==> config.mk <==
export PLATFORM = sky130hd
export DESIGN_NAME = phase_rotator
export DESIGN_NICKNAME = d
export VERILOG_FILES = /design/src/rtl/rot_pkg.sv /design/src/rtl/rot_ctrl_sync.sv /design/src/rtl/rot_shift.sv /design/src/rtl/rot_divider.sv /design/src/rtl/phase_rotator.sv
export SDC_FILE = /design/constraint.sdc
export NUM_CORES = 1
export LEC_CHECK = 0
export ABC_CLOCK_PERIOD_IN_PS = 2580
export BUFFER_PORTS_ARGS = -buffer_cell sky130_fd_sc_hd__buf_2
export CORE_ASPECT_RATIO = 1.5
export CORE_MARGIN = 5
export CORE_UTILIZATION = 55
export CTS_CLUSTER_SIZE = 25
export DETAILED_ROUTE_END_ITERATION = 10
export MAX_ROUTING_LAYER = met4
export PLACE_DENSITY = 0.8
export SLEW_MARGIN = 15
export SYNTH_ARGS = -nofsm -noshare
export SYNTH_HDL_FRONTEND = slang
export SYNTH_SLANG_ARGS = --single-unit
==> constraint.sdc <==
create_clock -name clk -period 2.58 [get_ports clk]
set_clock_uncertainty 0.2 [all_clocks]
set_input_delay 0.387 -clock clk [delete_from_list [all_inputs] [get_ports clk]]
set_output_delay 0.387 -clock clk [all_outputs]
set_load 0.03 [all_outputs]
==> src/rtl/rot_pkg.sv <==
package rot_pkg;
  timeunit 1ns; timeprecision 1ps;

  localparam int SHIFT_W = 3;
  typedef logic signed [SHIFT_W-1:0] shift_t;

  // per-cycle divider increment: hold swallows a count, two injects one
  typedef enum logic [1:0] {STEP_HOLD = 2'd0, STEP_ONE = 2'd1, STEP_TWO = 2'd2} step_e;

  // combine request lines; opposing requests cancel to zero
  function automatic shift_t net_request(input logic a1, input logic a2,
                                         input logic r1, input logic r2);
    logic [1:0] adv;
    logic [1:0] ret;
    adv = {1'b0, a1} + {1'b0, a2};
    ret = {1'b0, r1} + {1'b0, r2};
    if (adv != 2'd0 && ret != 2'd0) return shift_t'(0);
    if (adv != 2'd0) return shift_t'({1'b0, adv});
    return shift_t'(3'd0 - {1'b0, ret});
  endfunction
endpackage

==> src/rtl/rot_ctrl_sync.sv <==
module rot_ctrl_sync
  import rot_pkg::*;
#(
  parameter int DIV_LOG2 = 4
) (
  input  logic   clk,
  input  logic   rst_n,
  input  logic   adv_one,
  input  logic   adv_two,
  input  logic   ret_one,
  input  logic   ret_two,
  output shift_t cmd,
  output logic   commit
);
  timeunit 1ns; timeprecision 1ps;

  logic [DIV_LOG2-1:0] sc;
  shift_t              last_q;

  // free-running sub-harmonic source
  always_ff @(posedge clk or negedge rst_n) begin
    if (!rst_n) sc <= '0;
    else        sc <= sc + 1'b1;
  end

  // latch chain: stage j is enabled at rate master/2^(DIV_LOG2-j)
  for (genvar j = 0; j < DIV_LOG2; j++) begin : g_stage
    shift_t q;
    logic   en;
    assign en = &sc[DIV_LOG2-1-j:0];
    if (j == 0) begin : g_first
      always_ff @(posedge clk or negedge rst_n) begin
        if (!rst_n)  q <= '0;
        else if (en) q <= net_request(adv_one, adv_two, ret_one, ret_two);
      end
    end else begin : g_next
      always_ff @(posedge clk or negedge rst_n) begin
        if (!rst_n)  q <= '0;
        else if (en) q <= g_stage[j-1].q;
      end
    end
  end

  // final read by the master clock itself
  always_ff @(posedge clk or negedge rst_n) begin
    if (!rst_n) last_q <= '0;
    else        last_q <= g_stage[DIV_LOG2-1].q;
  end

  assign cmd    = last_q;
  assign commit = &sc;
endmodule

==> src/rtl/rot_shift.sv <==
module rot_shift
  import rot_pkg::*;
(
  input  logic   clk,
  input  logic   rst_n,
  input  logic   commit,
  input  shift_t cmd,
  output step_e  step,
  output shift_t pend
);
  timeunit 1ns; timeprecision 1ps;

  shift_t pend_q;

  always_comb begin
    if (pend_q > 0)      step = STEP_TWO;
    else if (pend_q < 0) step = STEP_HOLD;
    else                 step = STEP_ONE;
  end

  // one master-clock unit of shift is consumed per cycle
  always_ff @(posedge clk or negedge rst_n) begin
    if (!rst_n)          pend_q <= '0;
    else if (commit)     pend_q <= cmd;
    else if (pend_q > 0) pend_q <= shift_t'(pend_q - 3'sd1);
    else if (pend_q < 0) pend_q <= shift_t'(pend_q + 3'sd1);
  end

  assign pend = pend_q;
endmodule

==> src/rtl/rot_divider.sv <==
module rot_divider
  import rot_pkg::*;
#(
  parameter int DIV_LOG2   = 4,
  parameter bit EQUAL_RATE = 1'b1
) (
  input  logic       clk,
  input  logic       rst_n,
  input  step_e      step,
  output logic [3:0] ph
);
  timeunit 1ns; timeprecision 1ps;

  localparam int CW = DIV_LOG2 + 1;   // one extra stage for half-rate polarity
  localparam int LO = DIV_LOG2 - 2;   // quarter-cycle boundary bit

  logic [CW-1:0] cnt, nxt;
  logic          fire, half_ok;
  logic [1:0]    slot;
  logic [3:0]    ph_d, ph_q;

  assign nxt  = cnt + CW'(step);
  assign fire = nxt[CW-1:LO] != cnt[CW-1:LO];
  assign slot = nxt[DIV_LOG2-1:LO];

  if (EQUAL_RATE) begin : g_equal
    assign half_ok = 1'b1;
  end else begin : g_half
    assign half_ok = ~nxt[CW-1];
  end

  // channel c fires on slot c+1; odd channels are polarity
  for (genvar c = 0; c < 4; c++) begin : g_ch
    if (c % 2 == 1) begin : g_pol
      assign ph_d[c] = fire && (slot == 2'((c + 1) % 4)) && half_ok;
    end else begin : g_mag
      assign ph_d[c] = fire && (slot == 2'((c + 1) % 4));
    end
  end

  always_ff @(posedge clk or negedge rst_n) begin
    if (!rst_n) begin
      cnt  <= '0;
      ph_q <= '0;
    end else begin
      cnt  <= nxt;
      ph_q <= ph_d;
    end
  end

  assign ph = ph_q;
endmodule

==> src/rtl/phase_rotator.sv <==
module phase_rotator
  import rot_pkg::*;
#(
  parameter int DIV_LOG2   = 4,
  parameter bit EQUAL_RATE = 1'b1
) (
  input  logic clk,
  input  logic rst_n,
  input  logic adv_one,
  input  logic adv_two,
  input  logic ret_one,
  input  logic ret_two,
  output logic mag_a,
  output logic pol_a,
  output logic mag_b,
  output logic pol_b
);
  timeunit 1ns; timeprecision 1ps;

  shift_t     cmd, pend_q;
  logic       commit;
  step_e      step;
  logic [3:0] ph;

  rot_ctrl_sync #(.DIV_LOG2(DIV_LOG2)) u_sync (
    .clk(clk), .rst_n(rst_n),
    .adv_one(adv_one), .adv_two(adv_two),
    .ret_one(ret_one), .ret_two(ret_two),
    .cmd(cmd), .commit(commit)
  );

  rot_shift u_shift (
    .clk(clk), .rst_n(rst_n), .commit(commit), .cmd(cmd),
    .step(step), .pend(pend_q)
  );

  rot_divider #(.DIV_LOG2(DIV_LOG2), .EQUAL_RATE(EQUAL_RATE)) u_div (
    .clk(clk), .rst_n(rst_n), .step(step), .ph(ph)
  );

  assign mag_a = ph[0];
  assign pol_a = ph[1];
  assign mag_b = ph[2];
  assign pol_b = ph[3];
endmodule

Word level (Yosys, flattened, before mapping)
Index checks and enable logic that the tools add are counted.

$lt $le $gt $ge: 2. Add/subtract/negate cells: 7. Reduce and logical (&&, ||, !) cells: 12. Multiplexer cells: 14. Equality and inequality tests: 4.

Operator list (number): 2-to-1 mux 3 bit (7); 2-to-1 mux 1 bit (6); adder 5 x 2 -> 5 bit (1); logical AND 1 bit (5); adder 1 x 1 -> 2 bit (2); adder 4 x 1 -> 4 bit (second input constant) (1); equality test 2 bit (second input constant) (2); AND reduction 4 bit (1); nonzero test 2 bit (2); adder 3 x 2 -> 3 bit (second input constant) (1); greater-than comparator 3 x 1 -> 1 bit (second input constant) (1); less-than comparator 3 x 1 -> 1 bit (second input constant) (1); != test 3 bit (1); AND reduction 3 bit (1); nonzero test 3 bit (1); subtractor 1 x 2 -> 3 bit (first input constant) (1); subtractor 3 x 2 -> 3 bit (second input constant) (1); equality test 2 x 1 -> 1 bit (second input constant) (1); logical NOT 2 bit (1); 2-to-1 mux 2 bit (1); AND reduction 2 bit (1).

Flip-flop bits (word level): 31. Output and inout bits: 4.

Depth between registers and ports, before layout
Gate-level depths: netlist (run 1).

Word-level depth: 9. Mapped depth: 7. Depth with buffers taken out: 7.

Cells and area by module
From an unflattened synthesis (run 1), not the netlist that was laid out.

Cells, all modules: 104. Area total of the unflattened synthesis: 1322.5 µm².

Modules (own cells, without submodules): rot_ctrl_sync (sequential area each 475.5 µm², cells each 52, times used 1, area each 753.2 µm²); rot_divider (sequential area each 200.2 µm², cells each 32, times used 1, area each 385.4 µm²); rot_shift (sequential area each 75.1 µm², cells each 20, times used 1, area each 183.9 µm²).

Worst setup path after synthesis (run 1)
No wires, ideal clock.

Kind: register to register. Start point: register u_shift.pend_q[0] (netlist: u_shift.pend[0]). End point: register u_div.ph_q[0] (netlist: u_div.ph[0]). Clock period less this slack: 2077 ps. Buffers on the path: 0. Stages on the path, launching flop included: 7. Path slack: 503 ps. Data arrival time: 1795 ps. Setup time: 83 ps. Path through: dfrtp_1 nor3_1 ha_1 inv_1 fa_1 or3_1 o21ai_0.

Longest elaborated chain between the ends: 6. Elaborated cells on any way between the ends: 8. Classes of those cells: add/sub (1); order compare (2); eq/ne (2); mux (2); reduce/logical (1).

RTL lines: start, declared (RTL line rot_shift.sv:13) `shift_t pend_q;`; start signal, assigned (RTL line rot_shift.sv:24) `else if (commit) pend_q <= cmd;`; start signal, assigned (RTL line rot_shift.sv:25) `else if (pend_q > 0) pend_q <= shift_t'(pend_q - 3'sd1);`; start signal, assigned (RTL line rot_shift.sv:26) `else if (pend_q < 0) pend_q <= shift_t'(pend_q + 3'sd1);`; less-than comparator 3 x 1 -> 1 bit (RTL line rot_shift.sv:17) `else if (pend_q < 0) step = STEP_HOLD;`; 2-to-1 mux 1 bit (RTL line rot_shift.sv:17); 2-to-1 mux 2 bit * (RTL line rot_shift.sv:16) `if (pend_q > 0) step = STEP_TWO;`; adder 5 x 2 -> 5 bit * (RTL line rot_divider.sv:22) `assign nxt = cnt + CW'(step);`; != test 3 bit or equality test 2 x 1 -> 1 bit (tied branches) (RTL line rot_divider.sv:23, rot_divider.sv:37); logical AND 1 bit * (RTL line rot_divider.sv:37) `assign ph_d[c] = fire && (slot == 2'((c + 1) % 4));`; via u_div.ph_d[0] (RTL line rot_divider.sv:20) `logic [3:0] ph_d, ph_q;`; end signal, assigned (RTL line rot_divider.sv:47) `ph_q <= ph_d;`; end, declared (RTL line rot_divider.sv:20).

The timed path passes the listed nets; every way through them passes the cells marked *. A chain may end at the register's enable or synchronous reset.

Worst setup path after layout (run 1)
Ends and elaborated chain as after synthesis.

==> flow_summary_export.csv, run 1 <==
group,metric,value,unit
outcome,status,"finished, final reports clean",
cts,clk_pin_slew_worst_paths,0.08,ns
final_layout,fillerInstances,166,
cts,postCtsHoldBufs,1,
cts,cts-resized-gates,0,
cts,h-tree-depth,2,
global_route,top_usage_layer,"met2",
logic_synthesis,yosys_warnings,0,
final_layout,seqCellArea,750.7,µm²
pwr,leakagePower,0.7192,nW
cts,postCtsSetupRepairBufs,0,
global_route,grt_max_degree,31,
final_layout,diodes,0,
final_layout,instances_no_fill,140,
critical_path,crit_type,"flip-flop to flip-flop",
logic_synthesis,synthFlopType,"dfrtp_1",
logic_synthesis,netlist_area,1280,µm²
detailed_routing,route.detailed.drc,0,
logic_synthesis,synth_edf_count,0,
worst_hold_path,hold_class,"flip-flop to flip-flop",
final_layout,final_cell_mix,"dfrtp_1 (30), inv_1 (10), mux2_2 (10)",
detailed_routing,routed_wire_length_per_instance,13.23,µm
placed_design,dp_hpwl,1.411,mm
critical_path,max_stage_delay,0.45,ns
logic_synthesis,async_reset_ff_frac,1.000,
pwr,netSwitchingPower,0.3529,mW
critical_path,worstPathRequired,2.60,ns
sta,setup_viol,0,
detailed_routing,drtIter0Drc,4,
pwr,p_int,0.7792,mW
placed_design,placed_cells,132,
cts,clk_latency,0.31,ns
critical_path,critPathSlowestCell,"fa_1",
sta,worst_pin_slew,0.6278,ns
cts,cts_buffers,5,
detailed_routing,vias,758,
global_route,grt_overflow,0,
logic_synthesis,synth-seq-area-share,0.5865,
critical_path,path_cells,"nor3_1, ha_1, inv_1, fa_1, or3_1, o21ai_0",
global_route,antenna_found_initial,0,
die,core_area,2233,µm²
sta,period_minus_slack,2.292,ns
die,start_util,0.5731,
final_layout,nNetsFinal,133,
detailed_routing,dr.pass1.iters,4,
cts,cts_num_sinks,30,
global_route,grtUsageTotal,0.1383,
sta,hold_viol,0,
sta,max_clock_freq,436.3,MHz
final_layout,multi_input_area,475.5,µm²
pwr,power_frac_comb,0.259,
final_layout,syn2layout_area_growth,8.798,%
sta,maxSlewViolCount,0,
placed_design,place.gp.congestion,0.8116,
die,die_height,69.08,µm
detailed_routing,avgViaCountPerCell,5.414,
die,io_pins,10,
global_route,grt_use_met2,0.2310,
critical_path,cp_data_arrival_time,2.31,ns
cts,cts-root-buf,"clkbuf_4",
cts,cts_tree,"built",
pwr,p_seq_frac,0.530,
logic_synthesis,synth_cells,102,
logic_synthesis,yosysUniqueCellTypes,24,
global_route,met3_usage,0.06466,
final_layout,layout_commonest_cell,"dfrtp_1",
final_layout,drive_gt1_frac,0.2137,
critical_path,path_max_fanout,6,
die,rows,21,
sta,tns,0,ns
sta,finalCritPeriodShare,0.8884,
placed_design,port-buffer-count,9,
global_route,use_met1,0.1282,
cts,cts.path.max_buffers,2,
sta,rsz0062_at_grt,"false",
die,dieArea,3412,µm²
detailed_routing,totalWireLength,1.852,mm
logic_synthesis,syn_nets,118,
global_route,grt_pass1_vias,815,
global_route,grt_pass1_wl,3.429,mm
logic_synthesis,avgSynthCellArea,12.55,µm²
pwr,power_density,813.0,nW/µm²
flow_run,maxCapViolations,0,
critical_path,crit_path_end_kind,"flip-flop",
critical_path,critPathLaunchType,"flip-flop",
die,die_w,49.39,µm
pwr,vdd_drop_max,527.0,µV
logic_synthesis,ys_seq_elements,30,
pwr,switching_share,0.3117,
detailed_routing,antenna_left,0,
pwr,pwr-share-clk,0.212,
sta,slew_headroom,0.5815,
area by class of cell:
class,count,share of cell area
timing repair buffer,10,0.03953
sequential,30,0.5391
multi-input combinational,60,0.3414
inverter,10,0.02695
tap,23,0.02066
clock buffer,7,0.03234
critical path, delay by kind of cell (launching register included):
family | cells | cell delay, ns
AOI/OAI and AO/OA | 1 | 0.10
and+or+nand+nor | 2 | 0.73
adders and majority gates | 2 | 0.69
buffers and inverters | 1 | 0.06
DFF | 1 | 0.43
path summary, 6_finish.rpt:
| kind | end | startpoint | cells past startpoint | slack [ns] |
|---|---|---|---|---|
| max in group asynchronous | u_sync.g_stage[3].q[1] | rst_n | 2 | 1.33 |
| hold / removal | u_sync.cmd[1] | u_sync.g_stage[3].q[1] | 0 | 0.17 |
| setup / recovery | u_div.ph[0] | u_shift.pend[0] | 6 | 0.29 |
| min in group asynchronous | u_div.ph[3] | rst_n | 2 | 0.44 |
| hold reg to reg | u_sync.cmd[1] | u_sync.g_stage[3].q[1] | 0 | 0.17 |
| setup reg to reg | u_div.ph[0] | u_shift.pend[0] | 6 | 0.29 |
synth_stat cells, types with 2 or more instances:
cell type / n / share of area
o21ai_0: 5 / 0.020
dfrtp_1: 30 / 0.59
nor2_1: 4 / 0.012
xnor2_1: 4 / 0.027
inv_1: 10 / 0.029
nand3_1: 2 / 0.0078
mux2_2: 10 / 0.088
nand2b_1: 4 / 0.020
ha_1: 9 / 0.088
nand3b_1: 2 / 0.012
nand2_1: 9 / 0.026
metal layers:
| layer | share of wire | vias up |
|---|---|---|
| met3 | 0.042 | 6 |
| met2 | 0.56 | 14 |
| met1 | 0.37 | 370 |
| li1 | - | 368 |
| met5 | 0 | - |
| met4 | 0.030 | 0 |
power groups by stage:
stage / clock, mW / combinational (mW) / sequential (mW)
CTS: 0.255 / 0.301 / 0.600
finish: 0.240 / 0.293 / 0.600
global placement: 0 / 0.281 / 0.604
detailed placement: 0 / 0.298 / 0.610
floorplan: 0 / 0.189 / 0.639
global route: 0.283 / 0.340 / 0.611
cells by family (layout without fill, tap and decap cells):
logic type | after synthesis | count (layout) | share of synthesized area
AO/OA/AOI/OAI | 11 | 11 | 0.05670
buffers and inverters | 12 | 27 | 0.04203
adder cells (fa/ha/maj) | 10 | 10 | 0.1036
AND/OR/NAND/NOR | 25 | 25 | 0.09579
XOR/XNOR | 4 | 4 | 0.02737
flip-flops | 30 | 30 | 0.5865
multiplexers | 10 | 10 | 0.08798
flip-flops by register name, indices dropped and copies added, names as in the netlist:
name              count
u_div.cnt             4
u_shift.pend          3
u_sync.cmd            3
u_sync.g_stage.q     12
u_div.ph              4
u_sync.sc             4
stage by stage:
stage / cell area (µm²) / total power, mW / util / setup slack (ns) / hold WS [ns]
floorplan: 1280 / 0.8282 / - / 0.5027 / -0.1086
global placement: 1338 / 0.8855 / 0.5989 / 0.4298 / 0.1589
detailed placement: 1338 / 0.9075 / 0.5989 / 0.2882 / 0.1633
CTS: 1393 / 1.156 / 0.6235 / 0.2645 / 0.1780
global route: 1393 / 1.234 / 0.6235 / 0.1779 / 0.1932
finish: 1393 / 1.132 / 0.6235 / 0.2879 / 0.1743
No activity file was read; power rests on OpenSTA's default activity.
==> run 2: changes to the inputs <==
--- a/config.mk
+++ b/config.mk
@@ -13,7 +13,7 @@
 export CTS_CLUSTER_SIZE = 25
 export DETAILED_ROUTE_END_ITERATION = 10
 export MAX_ROUTING_LAYER = met4
-export PLACE_DENSITY = 0.8
+export PLACE_DENSITY = 0.84
 export SLEW_MARGIN = 15
 export SYNTH_ARGS = -nofsm -noshare
 export SYNTH_HDL_FRONTEND = slang
==> run 2 against run 1 <==
  * Via count up 2.1%
  * Cell count up 0.71%
  * Power up 4.8%
  * Critical endpoint unchanged
  * Sequential cell count unchanged
  * Clock power up 20%
  * Global-route usage up 0.53 points
  * Wire length up 8.9%
  * Worst setup slack better by 0.0046 ns
  * Largest cell class unchanged
==> flow_summary_export.csv, run 2 (synthesized netlist as in run 1, its figures left out) <==
group,metric,value,unit
critical_path,crit_path_end_kind,"flip-flop",
sta,period_minus_slack,2.288,ns
cts,cts.path.max_buffers,2,
cts,cts-root-buf,"clkbuf_4",
die,core_area,2233,µm²
global_route,antenna_found_initial,0,
worst_hold_path,min_from,"u_sync.g_stage[3].q[0]",
pwr,power_density,842.9,nW/µm²
pwr,vdd_drop_max,625.3,µV
cts,cts_tree,"built",
cts,clk_latency,0.33,ns
global_route,grt_use_met2,0.2554,
final_layout,syn2layout_area_growth,9.971,%
detailed_routing,drtIter0Drc,10,
die,start_util,0.5731,
critical_path,r2r-start,"u_shift.pend[0]",
sta,worst_pin_slew,0.6233,ns
sta,max_clock_freq,437.1,MHz
outcome,status,"finished, final reports clean",
critical_path,path_max_fanout,6,
cts,clk_pin_slew_worst_paths,0.10,ns
final_layout,instances_no_fill,141,
sta,layout_setup_ws,0.2924,ns
sta,slew_headroom,0.5845,
final_layout,diodes,0,
final_layout,drive_gt1_frac,0.2288,
global_route,grtUsageTotal,0.1436,
die,die_w,49.39,µm
global_route,use_met1,0.1250,
critical_path,critPathLaunchType,"flip-flop",
die,io_pins,10,
detailed_routing,avgViaCountPerCell,5.489,
critical_path,cp_data_arrival_time,2.33,ns
cts,cts_num_sinks,30,
detailed_routing,routed_wire_length_per_instance,14.30,µm
sta,hold_viol,0,
placed_design,port-buffer-count,9,
sta,maxSlewViolCount,0,
sta,rsz0062_at_grt,"false",
final_layout,largest_register,"u_sync.g_stage.q",
die,dieArea,3412,µm²
sta,setup_viol,0,
die,die_height,69.08,µm
global_route,grt_pass1_vias,853,
critical_path,crit_type,"flip-flop to flip-flop",
placed_design,place.gp.congestion,0.8118,
detailed_routing,antenna_left,0,
pwr,leakagePower,0.7291,nW
global_route,grt_max_degree,31,
critical_path,critPathSlowestCell,"fa_1",
global_route,met3_usage,0.03233,
final_layout,largest_register_ffs,12,
final_layout,fillerInstances,165,
cts,cts_buffers,5,
global_route,grt_pass1_wl,3.581,mm
final_layout,nNetsFinal,133,
critical_path,path_cells,"nor3_1, ha_1, inv_1, fa_1, or3_1, o21ai_0",
detailed_routing,totalWireLength,2.016,mm
worst_hold_path,hold_class,"flip-flop to flip-flop",
critical_path,worstPathRequired,2.62,ns
die,rows,21,
sta,tns,0,ns
placed_design,placed_cells,132,
detailed_routing,route.detailed.drc,0,
flow_run,maxCapViolations,0,
critical_path,crit_path_start,"u_shift.pend[0]",
placed_design,dp_hpwl,1.432,mm
final_layout,final_core_util,0.6303,
detailed_routing,dr.pass1.iters,3,
final_layout,final_cell_mix,"dfrtp_1 (30), inv_1 (10), mux2_2 (10)",
sta,finalCritPeriodShare,0.8866,
critical_path,max_stage_delay,0.46,ns
global_route,grt_overflow,0,
detailed_routing,vias,774,
cts,h-tree-depth,2,
global_route,top_usage_layer,"met2",
final_layout,layout_commonest_cell,"dfrtp_1",
placed_design,post-place-ws,0.3176,ns
[run 2: cell count changes in the layout (fill, tap and decap cells not counted)]
cell      delta
clkbuf_1     -1
clkbuf_8     +1
clkinv_2     +1
[run 2: report_power, final]
part / internal, mW / switching, mW
Clock: 0.132 / 0.155
Combinational: 0.127 / 0.173
Sequential: 0.550 / 0.0499
Total: 0.809 / 0.378
[run 2: per-layer routing]
metal | part of all wire | vias up
li1 | - | 370
met1 | 0.37 | 388
met2 | 0.57 | 10
met3 | 0.028 | 6
met4 | 0.032 | 0
met5 | 0 | -
[run 2: what timing repair did]
action,in CTS,in global routing
gates resized for setup,0,0
endpoints found under the hold margin,30,0
hold buffers,1,0
buffers inserted,0,0
[run 2: stage by stage]
step	power, mW	area (µm²)	hold WS [ns]
finish	1.186	1408	0.1820
CTS	1.203	1408	0.1779
global placement	0.8833	1338	0.1579
floorplan	0.8282	1280	-0.1086
detailed placement	0.9069	1338	0.1629
global route	1.273	1408	0.1869
[run 2: worst paths after layout]
kind	to	slack, ns	depth (start not counted)
setup / recovery	u_div.ph[0]	0.29	6
hold / removal	u_sync.cmd[0]	0.18	0
setup reg to reg	u_div.ph[0]	0.29	6
hold reg to reg	u_sync.cmd[0]	0.18	0
max in group asynchronous	u_sync.g_stage[2].q[0]	1.35	2
min in group asynchronous	u_div.cnt[1]	0.41	2
[run 2: final cells by class]
| type | count | area (µm²) | area share |
|---|---|---|---|
| tap | 23 | 28.78 | 0.02044 |
| clock inverter | 1 | 5.005 | 0.003556 |
| timing repair buffer | 10 | 55.05 | 0.03911 |
| clock buffer | 7 | 55.05 | 0.03911 |
| sequential | 30 | 750.7 | 0.5333 |
| inverter | 10 | 37.54 | 0.02667 |
| multi-input combinational | 60 | 475.5 | 0.3378 |
[run 2: worst max-delay path: cells and delay by family, from the launching register on]
family	cells	cell delay [ns]
fa+ha+maj	2	0.69
buf+inv	1	0.05
compound gates	1	0.11
simple gates	2	0.73
flops	1	0.43
